$ cat src/rtl/pig_pkg.sv
package pig_pkg;
  typedef enum logic [1:0] {
    OP_ALU  = 2'd0,
    OP_LDC  = 2'd1,
    OP_PNOT = 2'd2,
    OP_PDEF = 2'd3
  } op_e;
endpackage

$ cat src/rtl/pig_pred_file.sv
module pig_pred_file #(
  parameter int PREG_N = 8,
  localparam int PIDX_W = $clog2(PREG_N)
) (
  input  logic              clk_i,
  input  logic              rst_ni,
  input  logic [PIDX_W-1:0] rd_a_i,
  input  logic [PIDX_W-1:0] rd_b_i,
  input  logic [PIDX_W-1:0] rd_c_i,
  output logic              val_a_o,
  output logic              pend_a_o,
  output logic              val_b_o,
  output logic              pend_b_o,
  output logic              pend_c_o,
  input  logic              rsv_valid_i,
  input  logic [PIDX_W-1:0] rsv_idx_i,
  input  logic              iw_valid_i,
  input  logic [PIDX_W-1:0] iw_idx_i,
  input  logic              iw_val_i,
  input  logic              xw_valid_i,
  input  logic [PIDX_W-1:0] xw_idx_i,
  input  logic              xw_val_i,
  output logic [PREG_N-1:0] val_o,
  output logic [PREG_N-1:0] pend_o
);
  logic [PREG_N-1:0] val_q, pend_q, val_d, pend_d;

  always_comb begin
    val_d  = val_q;
    pend_d = pend_q;
    for (int r = 1; r < PREG_N; r++) begin
      if (xw_valid_i && xw_idx_i == PIDX_W'(r)) begin
        val_d[r]  = xw_val_i;
        pend_d[r] = 1'b0;
      end
      if (iw_valid_i && iw_idx_i == PIDX_W'(r)) begin
        val_d[r]  = iw_val_i;
        pend_d[r] = 1'b0;
      end
      if (rsv_valid_i && rsv_idx_i == PIDX_W'(r)) pend_d[r] = 1'b1;
    end
    val_d[0]  = 1'b0;
    pend_d[0] = 1'b0;
  end

  always_ff @(posedge clk_i or negedge rst_ni) begin
    if (!rst_ni) begin
      val_q  <= '0;
      pend_q <= '0;
    end else begin
      val_q  <= val_d;
      pend_q <= pend_d;
    end
  end

  assign val_a_o  = val_q[rd_a_i];
  assign pend_a_o = pend_q[rd_a_i];
  assign val_b_o  = val_q[rd_b_i];
  assign pend_b_o = pend_q[rd_b_i];
  assign pend_c_o = pend_q[rd_c_i];
  assign val_o    = val_q;
  assign pend_o   = pend_q;
endmodule

$ cat src/rtl/pig_issue.sv
module pig_issue
  import pig_pkg::*;
(
  input  logic in_valid_i,
  input  op_e  op_i,
  input  logic pred_val_i,
  input  logic pred_pend_i,
  input  logic psrc_pend_i,
  input  logic pdst_pend_i,
  input  logic pdst_nz_i,
  output logic ready_o,
  output logic alu_we_o,
  output logic ldc_o,
  output logic pnot_o,
  output logic rsv_o
);
  logic is_pnot, is_pdef, hazard, commit;

  assign is_pnot = (op_i == OP_PNOT);
  assign is_pdef = (op_i == OP_PDEF);
  // stall decision does not wait on the guard value of hazard sources
  assign hazard  = pred_pend_i
                 | (is_pnot & psrc_pend_i)
                 | ((is_pnot | is_pdef) & pdst_pend_i);
  assign ready_o = ~(in_valid_i & hazard);
  assign commit  = in_valid_i & ~hazard & pred_val_i;

  assign alu_we_o = commit & (op_i == OP_ALU);
  assign ldc_o    = commit & (op_i == OP_LDC);
  assign pnot_o   = commit & is_pnot & pdst_nz_i;
  assign rsv_o    = commit & (is_pnot | is_pdef) & pdst_nz_i;
endmodule

$ cat src/rtl/pig_wb_stage.sv
module pig_wb_stage #(
  parameter int DATA_W = 32,
  parameter int GIDX_W = 5,
  parameter int PIDX_W = 3
) (
  input  logic              clk_i,
  input  logic              rst_ni,
  input  logic              alu_we_i,
  input  logic              ldc_i,
  input  logic              pnot_i,
  input  logic [GIDX_W-1:0] dst_i,
  input  logic [PIDX_W-1:0] pdst_i,
  input  logic              pnot_val_i,
  input  logic [DATA_W-1:0] result_i,
  input  logic [DATA_W-1:0] addr_i,
  input  logic [DATA_W-1:0] mem_rdata_i,
  output logic              gpr_we_o,
  output logic [GIDX_W-1:0] gpr_waddr_o,
  output logic [DATA_W-1:0] gpr_wdata_o,
  output logic              mem_re_o,
  output logic [DATA_W-1:0] mem_addr_o,
  output logic              iw_valid_o,
  output logic [PIDX_W-1:0] iw_idx_o,
  output logic              iw_val_o
);
  logic              alu_q, ldc_q, pnot_q, pval_q;
  logic [GIDX_W-1:0] dst_q;
  logic [PIDX_W-1:0] pdst_q;
  logic [DATA_W-1:0] data_q;

  always_ff @(posedge clk_i or negedge rst_ni) begin
    if (!rst_ni) begin
      alu_q  <= 1'b0;
      ldc_q  <= 1'b0;
      pnot_q <= 1'b0;
      pval_q <= 1'b0;
      dst_q  <= '0;
      pdst_q <= '0;
      data_q <= '0;
    end else begin
      alu_q  <= alu_we_i;
      ldc_q  <= ldc_i;
      pnot_q <= pnot_i;
      pval_q <= pnot_val_i;
      dst_q  <= dst_i;
      pdst_q <= pdst_i;
      data_q <= ldc_i ? addr_i : result_i;
    end
  end

  assign gpr_we_o    = alu_q | ldc_q;
  assign gpr_waddr_o = dst_q;
  assign gpr_wdata_o = ldc_q ? mem_rdata_i : data_q;
  assign mem_re_o    = ldc_q;
  assign mem_addr_o  = data_q;
  assign iw_valid_o  = pnot_q;
  assign iw_idx_o    = pdst_q;
  assign iw_val_o    = pval_q;
endmodule

$ cat src/rtl/pred_issue_gate.sv
module pred_issue_gate
  import pig_pkg::*;
#(
  parameter int DATA_W = 32,
  parameter int GREG_N = 32,
  parameter int PREG_N = 8,
  localparam int GIDX_W = $clog2(GREG_N),
  localparam int PIDX_W = $clog2(PREG_N)
) (
  input  logic              clk_i,
  input  logic              rst_ni,
  input  logic              in_valid_i,
  output logic              in_ready_o,
  input  logic [1:0]        in_op_i,
  input  logic [PIDX_W-1:0] in_pred_i,
  input  logic [GIDX_W-1:0] in_dst_i,
  input  logic [PIDX_W-1:0] in_pdst_i,
  input  logic [PIDX_W-1:0] in_psrc_i,
  input  logic [DATA_W-1:0] in_result_i,
  input  logic [DATA_W-1:0] in_addr_i,
  input  logic              pw_valid_i,
  input  logic [PIDX_W-1:0] pw_idx_i,
  input  logic              pw_val_i,
  output logic              gpr_we_o,
  output logic [GIDX_W-1:0] gpr_waddr_o,
  output logic [DATA_W-1:0] gpr_wdata_o,
  output logic              mem_re_o,
  output logic [DATA_W-1:0] mem_addr_o,
  input  logic [DATA_W-1:0] mem_rdata_i,
  output logic [PREG_N-1:0] pred_val_o,
  output logic [PREG_N-1:0] pred_pend_o
);
  op_e               op;
  logic              pv, pp, sv, sp, dp;
  logic              alu_we, ldc, pnot, rsv;
  logic              iw_valid, iw_val;
  logic [PIDX_W-1:0] iw_idx;

  assign op = op_e'(in_op_i);

  pig_pred_file #(.PREG_N(PREG_N)) u_pfile (
    .clk_i       (clk_i),
    .rst_ni      (rst_ni),
    .rd_a_i      (in_pred_i),
    .rd_b_i      (in_psrc_i),
    .rd_c_i      (in_pdst_i),
    .val_a_o     (pv),
    .pend_a_o    (pp),
    .val_b_o     (sv),
    .pend_b_o    (sp),
    .pend_c_o    (dp),
    .rsv_valid_i (rsv),
    .rsv_idx_i   (in_pdst_i),
    .iw_valid_i  (iw_valid),
    .iw_idx_i    (iw_idx),
    .iw_val_i    (iw_val),
    .xw_valid_i  (pw_valid_i),
    .xw_idx_i    (pw_idx_i),
    .xw_val_i    (pw_val_i),
    .val_o       (pred_val_o),
    .pend_o      (pred_pend_o)
  );

  pig_issue u_issue (
    .in_valid_i  (in_valid_i),
    .op_i        (op),
    .pred_val_i  (pv),
    .pred_pend_i (pp),
    .psrc_pend_i (sp),
    .pdst_pend_i (dp),
    .pdst_nz_i   (in_pdst_i != '0),
    .ready_o     (in_ready_o),
    .alu_we_o    (alu_we),
    .ldc_o       (ldc),
    .pnot_o      (pnot),
    .rsv_o       (rsv)
  );

  pig_wb_stage #(.DATA_W(DATA_W), .GIDX_W(GIDX_W), .PIDX_W(PIDX_W)) u_wb (
    .clk_i       (clk_i),
    .rst_ni      (rst_ni),
    .alu_we_i    (alu_we),
    .ldc_i       (ldc),
    .pnot_i      (pnot),
    .dst_i       (in_dst_i),
    .pdst_i      (in_pdst_i),
    .pnot_val_i  (~sv),
    .result_i    (in_result_i),
    .addr_i      (in_addr_i),
    .mem_rdata_i (mem_rdata_i),
    .gpr_we_o    (gpr_we_o),
    .gpr_waddr_o (gpr_waddr_o),
    .gpr_wdata_o (gpr_wdata_o),
    .mem_re_o    (mem_re_o),
    .mem_addr_o  (mem_addr_o),
    .iw_valid_o  (iw_valid),
    .iw_idx_o    (iw_idx),
    .iw_val_o    (iw_val)
  );
endmodule

$ cat config.mk
export PLATFORM = sky130hd
export DESIGN_NAME = pred_issue_gate
export DESIGN_NICKNAME = d
export VERILOG_FILES = /design/src/rtl/pig_pkg.sv /design/src/rtl/pig_pred_file.sv /design/src/rtl/pig_issue.sv /design/src/rtl/pig_wb_stage.sv /design/src/rtl/pred_issue_gate.sv
export SDC_FILE = /design/constraint.sdc
export NUM_CORES = 1
export LEC_CHECK = 0
export CAP_MARGIN = 20
export CORE_AREA = 2 2 81 83
export DETAILED_ROUTE_END_ITERATION = 10
export DIE_AREA = 0 0 83 85
export DONT_BUFFER_PORTS = 1
export PLACE_DENSITY = 0.75
export SYNTH_ARGS = -nofsm -noshare
export SYNTH_HDL_FRONTEND = slang
export SYNTH_SLANG_ARGS = --single-unit
$ cat constraint.sdc
create_clock -name clk_i -period 5.85 [get_ports clk_i]
set_clock_uncertainty 0.1 [all_clocks]
set_input_delay 0.8775 -clock clk_i [delete_from_list [all_inputs] [get_ports clk_i]]
set_output_delay 0.8775 -clock clk_i [all_outputs]
set_load 0.03 [all_outputs]
==> results of run 1 <==
-- final cells by class --
type / instances / area, um2
Inverter: 2 / 7.51
Multi-Input combinational cell: 174 / 1510
Clock buffer: 13 / 179
Tap cell: 77 / 96.3
Sequential cell: 58 / 1450
Timing Repair Buffer: 1 / 7.51
Fill cell: 552 / 2940
Clock inverter: 2 / 10.0
-- logic make-up (layout without fill, tap and decap cells) --
family                 after synthesis  in the layout  share of synthesized area
muxes                               80             80                      0.308
AOI/OAI and AO/OA                   24             24                     0.0595
and+or+nand+nor                     68             68                      0.124
buffers and inverters               16             18                     0.0308
other                                1              2                    0.00123
DFF                                 58             58                      0.476
-- routing by layer --
| layer | global-route usage | share of wire | vias to the layer above |
|---|---|---|---|
| li1 | - | - | 913 |
| met5 | 0 | 0 | - |
| met2 | 0.399 | 0.52 | 143 |
| met1 | 0.275 | 0.37 | 1014 |
| met4 | 0.0924 | 0.023 | 0 |
| met3 | 0.0798 | 0.088 | 16 |
-- placed cells by master (no fill, tap or decap), types with 2 or more instances in the layout --
cell	count
dfrtp_1	57
mux2_2	38
mux2_1	29
nand3_1	18
clkbuf_8	13
nand2_1	11
nor2b_1	10
nor2_1	9
mux2i_1	8
o31ai_1	7
a21oi_1	6
nor3_1	5
nand4_1	4
mux4_2	4
nand4b_1	4
inv_1	2
o21ai_0	2
or4bb_1	2
o21a_1	2
conb_1	2
clkinv_2	2
-- worst min-delay path by stage --
| stage | startpoint | endpoint | cells after the start |
|---|---|---|---|
| after detailed placement | rst_ni | u_wb.iw_idx_o[1]$_DFF_PN0_ | 0 |
| after global placement | rst_ni | u_wb.iw_idx_o[1]$_DFF_PN0_ | 0 |
| after CTS | rst_ni | u_wb.mem_addr_o[3]$_DFF_PN0_ | 0 |
| final | rst_ni | u_wb.iw_idx_o[1]$_DFF_PN0_ | 0 |
| after global routing | rst_ni | u_wb.iw_idx_o[1]$_DFF_PN0_ | 0 |
| after floorplan | u_wb.iw_val_o$_DFF_PN0_ | u_pfile.val_o[2]$_DFFE_PN0P_ | 2 |
-- state kept, by name, summed over array words and instances (netlist names) --
signal,cells
u_wb.iw_idx_o,3
u_pfile.pend_o,7
u_wb.iw_valid_o,1
u_wb.iw_val_o,1
u_wb.gpr_waddr_o,5
u_pfile.val_o,7
u_wb.mem_addr_o,32
u_wb.alu_q,1
u_wb.mem_re_o,1
-- where the power goes --
part	internal, mW	switching (mW)
Sequential	0.439	0.129
Combinational	0.0724	0.0948
Clock	0.196	0.153
==> flow_summary.toml, run 1 <==
[synthesis]
synth_cell_types = 35
synth_warnings = 0
synth_top_area_cell = "dfrtp_1"
avgSynthCellArea_um2 = 12.3
ys_seq_area_frac = 0.476
syn_inst = 247
ys.flop_type = "dfrtp_1"
yosys-top-cells-count = "dfrtp_1, mux2_2, mux2_1"
synth_top_area_frac = 0.476
synth_area_leaders = "dfrtp_1, mux2_2, mux2_1, nand3_1, mux4_2"
netlist_area_um2 = 3050
ys_ff_latch = 58
synth_enable_flop_cells = 0
async_flop_share = 1.00
synth_most_common_cell = "dfrtp_1"

[worst_setup_path]
critPathMaxFanout = 9
crit_slowest_cell = "o41ai_2"
critPathTopFamily = "compound AO/OA/AOI/OAI gates"
critical_path.startpoint = "u_pfile.pend_o[7]$_DFFE_PN0P_"
crit_end = "in_ready_o"
crit_required_ps = 4870
endpoint_kind = "output port"
critPathLaunchType = "flip-flop"
r2r-start = "u_pfile.pend_o[1]$_DFFE_PN0P_"
path_cells = "mux4_2 > nor2b_1 > o41ai_2 > o21ai_0"
critPathBufInv = 0
critPathKind = "flip-flop to output port"
cp.depth = 4
timing.rr.end = "u_wb.mem_addr_o[3]$_DFF_PN0_"
r2r_slack_ps = 2860
reg2reg_depth = 6
critPathMaxStageDelay_ps = 810
worst_ep_arrival_time_ps = 2690

[clock_tree]
cts_max_level = 3
cts_made_buffers = 9
clockBufferDepth = 2
cts_resized = 0
cts.sinks = 58
clk_latency_ps = 340
cts-root-buf = "clkbuf_8"
post_cts_buffers = 0
cts_tree = "built"
cts.hold.buffers_added = 0
clk_pin_slew_worst_paths_ps = 70

[timing]
slew_headroom = 0.349
fin_ws_ps = 2180
setup_violations = 0
fmax_ghz = 0.273
fin_tns_setup_ps = 0
period_needed_ps = 3670
rsz0062_at_grt = "false"
fin_crit_sh = 0.627
worst_pin_slew_ps = 966
hold_viol = 0
timing.hold.ws_ps = 125
slew_viol_final = 0

[layout]
fin_util = 0.526
design_area_um2 = 3260
layout.cells.non_filler = 327
layout.nets = 366
syn_to_final_growth_pct = 6.93
antenna-diode-count = 0
drive_above_1_share = 0.256

[floorplan]
floorplan.initialDensity = 0.491
die_x_um = 83
die_area_um2 = 7060
chipHeight_um = 85
core-area_um2 = 6200
boundaryPins = 208
num_rows = 29

[global_route]
globalRouteOverflowTotal = 0
grt_start_max_net_pins = 59
grt_pass1_vias = 2195
grt.total_usage = 0.234
antenna_found_initial = 0
grt_first_pass_wirelength_um = 12400

[detailed_routing]
dr_total_vias = 2086
wl_per_cell_um = 25.4
viasPerCell = 6.38
ant_nets = 0
first_pass_iters = 4
totalWireLength_um = 8290
drt_drc_violations_left = 0
drt_iter0_drc = 96

[outcome]
status = "finished, final reports clean"

[placement]
placedCellCount = 312
gp_congestion = 0.903
io_buffers = 0
place_area_um2 = 3070
pre_cts_slack_ps = 2280
hpwl_um = 6410

[pwr]
peakVddDrop_v = 0.000168
leakage_nw = 1.32
total_power_mw = 1.08
p_per_area_nw_per_um2 = 333

[run]
max_cap_viol_count = 0

[worst_hold_path]
worstHoldPathType = "input pin to async pin"
Note: power is estimated with default switching activity, not from simulation.
==> run 2: changes to the inputs <==
--- a/config.mk
+++ b/config.mk
@@ -10,7 +10,7 @@
 export DETAILED_ROUTE_END_ITERATION = 10
 export DIE_AREA = 0 0 83 85
 export DONT_BUFFER_PORTS = 1
-export PLACE_DENSITY = 0.75
+export PLACE_DENSITY = 0.78
 export SYNTH_ARGS = -nofsm -noshare
 export SYNTH_HDL_FRONTEND = slang
 export SYNTH_SLANG_ARGS = --single-unit
==> constraint.sdc (replaced) <==
create_clock -name clk_i -period 2.99 [get_ports clk_i]
set_clock_uncertainty 0.1 [all_clocks]
set_input_delay 0.4485 -clock clk_i [delete_from_list [all_inputs] [get_ports clk_i]]
set_output_delay 0.4485 -clock clk_i [all_outputs]
set_load 0.03 [all_outputs]
==> flow_summary.toml, run 2 (synthesized netlist as in run 1, its figures left out) <==
[global_route]
globalRouteOverflowTotal = 0
grt.total_usage = 0.252
grt_pass1_vias = 2317
grt_first_pass_wirelength_um = 13400
antenna_found_initial = 2
grt_start_max_net_pins = 59

[clock_tree]
cts.sinks = 58
cts_made_buffers = 9
cts_max_level = 3
cts_tree = "built"
post_cts_buffers = 0
cts-root-buf = "clkbuf_8"
clockBufferDepth = 2
clk_latency_ps = 330
clk_pin_slew_worst_paths_ps = 70

[placement]
io_buffers = 0
place_area_um2 = 3130
gp_congestion = 0.834
hpwl_um = 6810

[timing]
slew_headroom = 0.581
slew_viol_final = 0
hold_viol = 0
worst_pin_slew_ps = 626
setup_violations = 0
period_needed_ps = 2740
fin_crit_sh = 0.915
fmax_ghz = 0.365
fin_tns_setup_ps = 0
rsz0062_at_grt = "false"

[worst_hold_path]
hold_end = "u_wb.iw_idx_o[2]$_DFF_PN0_"
hp-start = "in_pdst_i[2]"
worstHoldPathType = "input pin to flip-flop"
min_path_cells = 0

[worst_setup_path]
timing.rr.end = "u_pfile.pend_o[7]$_DFFE_PN0P_"
crit_required_ps = 2440
endpoint_kind = "output port"
critPathKind = "flip-flop to output port"
reg2reg_depth = 5
r2r-start = "u_pfile.pend_o[1]$_DFFE_PN0P_"
critPathMaxFanout = 9
r2r_slack_ps = 570
worst_ep_arrival_time_ps = 2190
critPathLaunchType = "flip-flop"

[layout]
n_fill_cell = 522
layout_commonest_cell = "dfrtp_1"
layout.nets = 374
drive_above_1_share = 0.274
multi_input_area_um2 = 1520
design_area_um2 = 3430
largest_reg_flops = 32
seq_area_um2 = 1450
mostFrequentLayoutCells = "dfrtp_1, mux2_2, mux2_1"
syn_to_final_growth_pct = 12.5

[detailed_routing]
ant_nets = 0
drt_iter0_drc = 93
first_pass_iters = 4
drt_drc_violations_left = 0
viasPerCell = 6.47
totalWireLength_um = 8860
wl_per_cell_um = 26.3
dr_total_vias = 2179

[floorplan]
core-area_um2 = 6200
floorplan.initialDensity = 0.491
num_rows = 29
chipHeight_um = 85
boundaryPins = 208
die_area_um2 = 7060
die_x_um = 83

[outcome]
status = "finished, final reports clean"

[pwr]
peakVddDrop_v = 0.000439
p_per_area_nw_per_um2 = 690
leakage_nw = 1.40

[run]
max_cap_viol_count = 0
==> run 2: cell types whose count changed in the layout (fill, tap and decap cells not counted), sizes merged <==
cell / delta
buf: +7
bufinv: +3
clkbuf: -3
clkinvlp: +2
clkinv: -1
diode: +1
dlygate4sd3: +1
==> run 2: worst max-delay path by stage <==
stage / end / slack [ps] / from / cells past startpoint
2_1_floorplan: in_ready_o / 190 / in_pdst_i[0] / 6
3_3_place_gp: in_ready_o / 450 / u_pfile.pend_o[1]$_DFFE_PN0P_ / 5
3_5_place_dp: in_ready_o / 440 / u_pfile.pend_o[1]$_DFFE_PN0P_ / 5
4_1_cts: in_ready_o / 20 / u_pfile.pend_o[1]$_DFFE_PN0P_ / 5
5_1_grt: in_ready_o / 100 / u_pfile.pend_o[7]$_DFFE_PN0P_ / 7
6_report: in_ready_o / 250 / u_pfile.pend_o[7]$_DFFE_PN0P_ / 7
==> run 2: final cells by class <==
cell class | instances | area share
antenna | 1 | 0.000729
clock buffer | 10 | 0.0401
clock inverter | 6 | 0.0332
inverter | 2 | 0.00219
multi-input combinational | 174 | 0.443
sequential | 58 | 0.423
tap | 77 | 0.0281
timing repair buffer | 9 | 0.0299
==> run 2: stage by stage <==
stage	power [mW]	instances	setup WS [ps]	util	hold slack, ps
floorplan	1.38	248	185	-	52.9
global placement	1.45	318	453	0.504	54.9
detailed placement	1.47	318	442	0.504	54.6
CTS	2.39	336	17.2	0.551	23.3
global route	2.46	337	103	0.553	9.95
finish	2.37	337	254	0.553	41.7
==> run 2: worst max-delay path: stages, from the launching register on <==
cell and delay (ps):
dfrtp_1 380, buf_4 180, mux4_2 470, nand2b_1 160, nand3_1 130, o41ai_4 160, o21ai_0 190, buf_4 190
==> run 2: per-layer routing <==
layer / GRT usage / vias up / routed length [um] / part of all wire
met1: 0.293 / 1070 / 3240 / 0.37
met5: 0 / - / 13 / 0.0015
met4: 0.0909 / 2 / 302 / 0.034
met2: 0.425 / 145 / 4550 / 0.51
li1: - / 932 / - / -
met3: 0.0982 / 30 / 755 / 0.085
==> run 2: repair_timing <==
| action | CTS | global route |
|---|---|---|
| hold buffers | 2 | 0 |
| hold endpoints to repair | 58 | 0 |
| resized for setup | 0 | 1 |
| endpoints found under the setup margin | 0 | 1 |
==> run 2: power by group <==
part	switching, mW	internal, mW	leakage, nW
Combinational	0.242	0.162	0.587
Sequential	0.213	0.859	0.694
Clock	0.314	0.577	0.119
Total	0.769	1.60	1.40
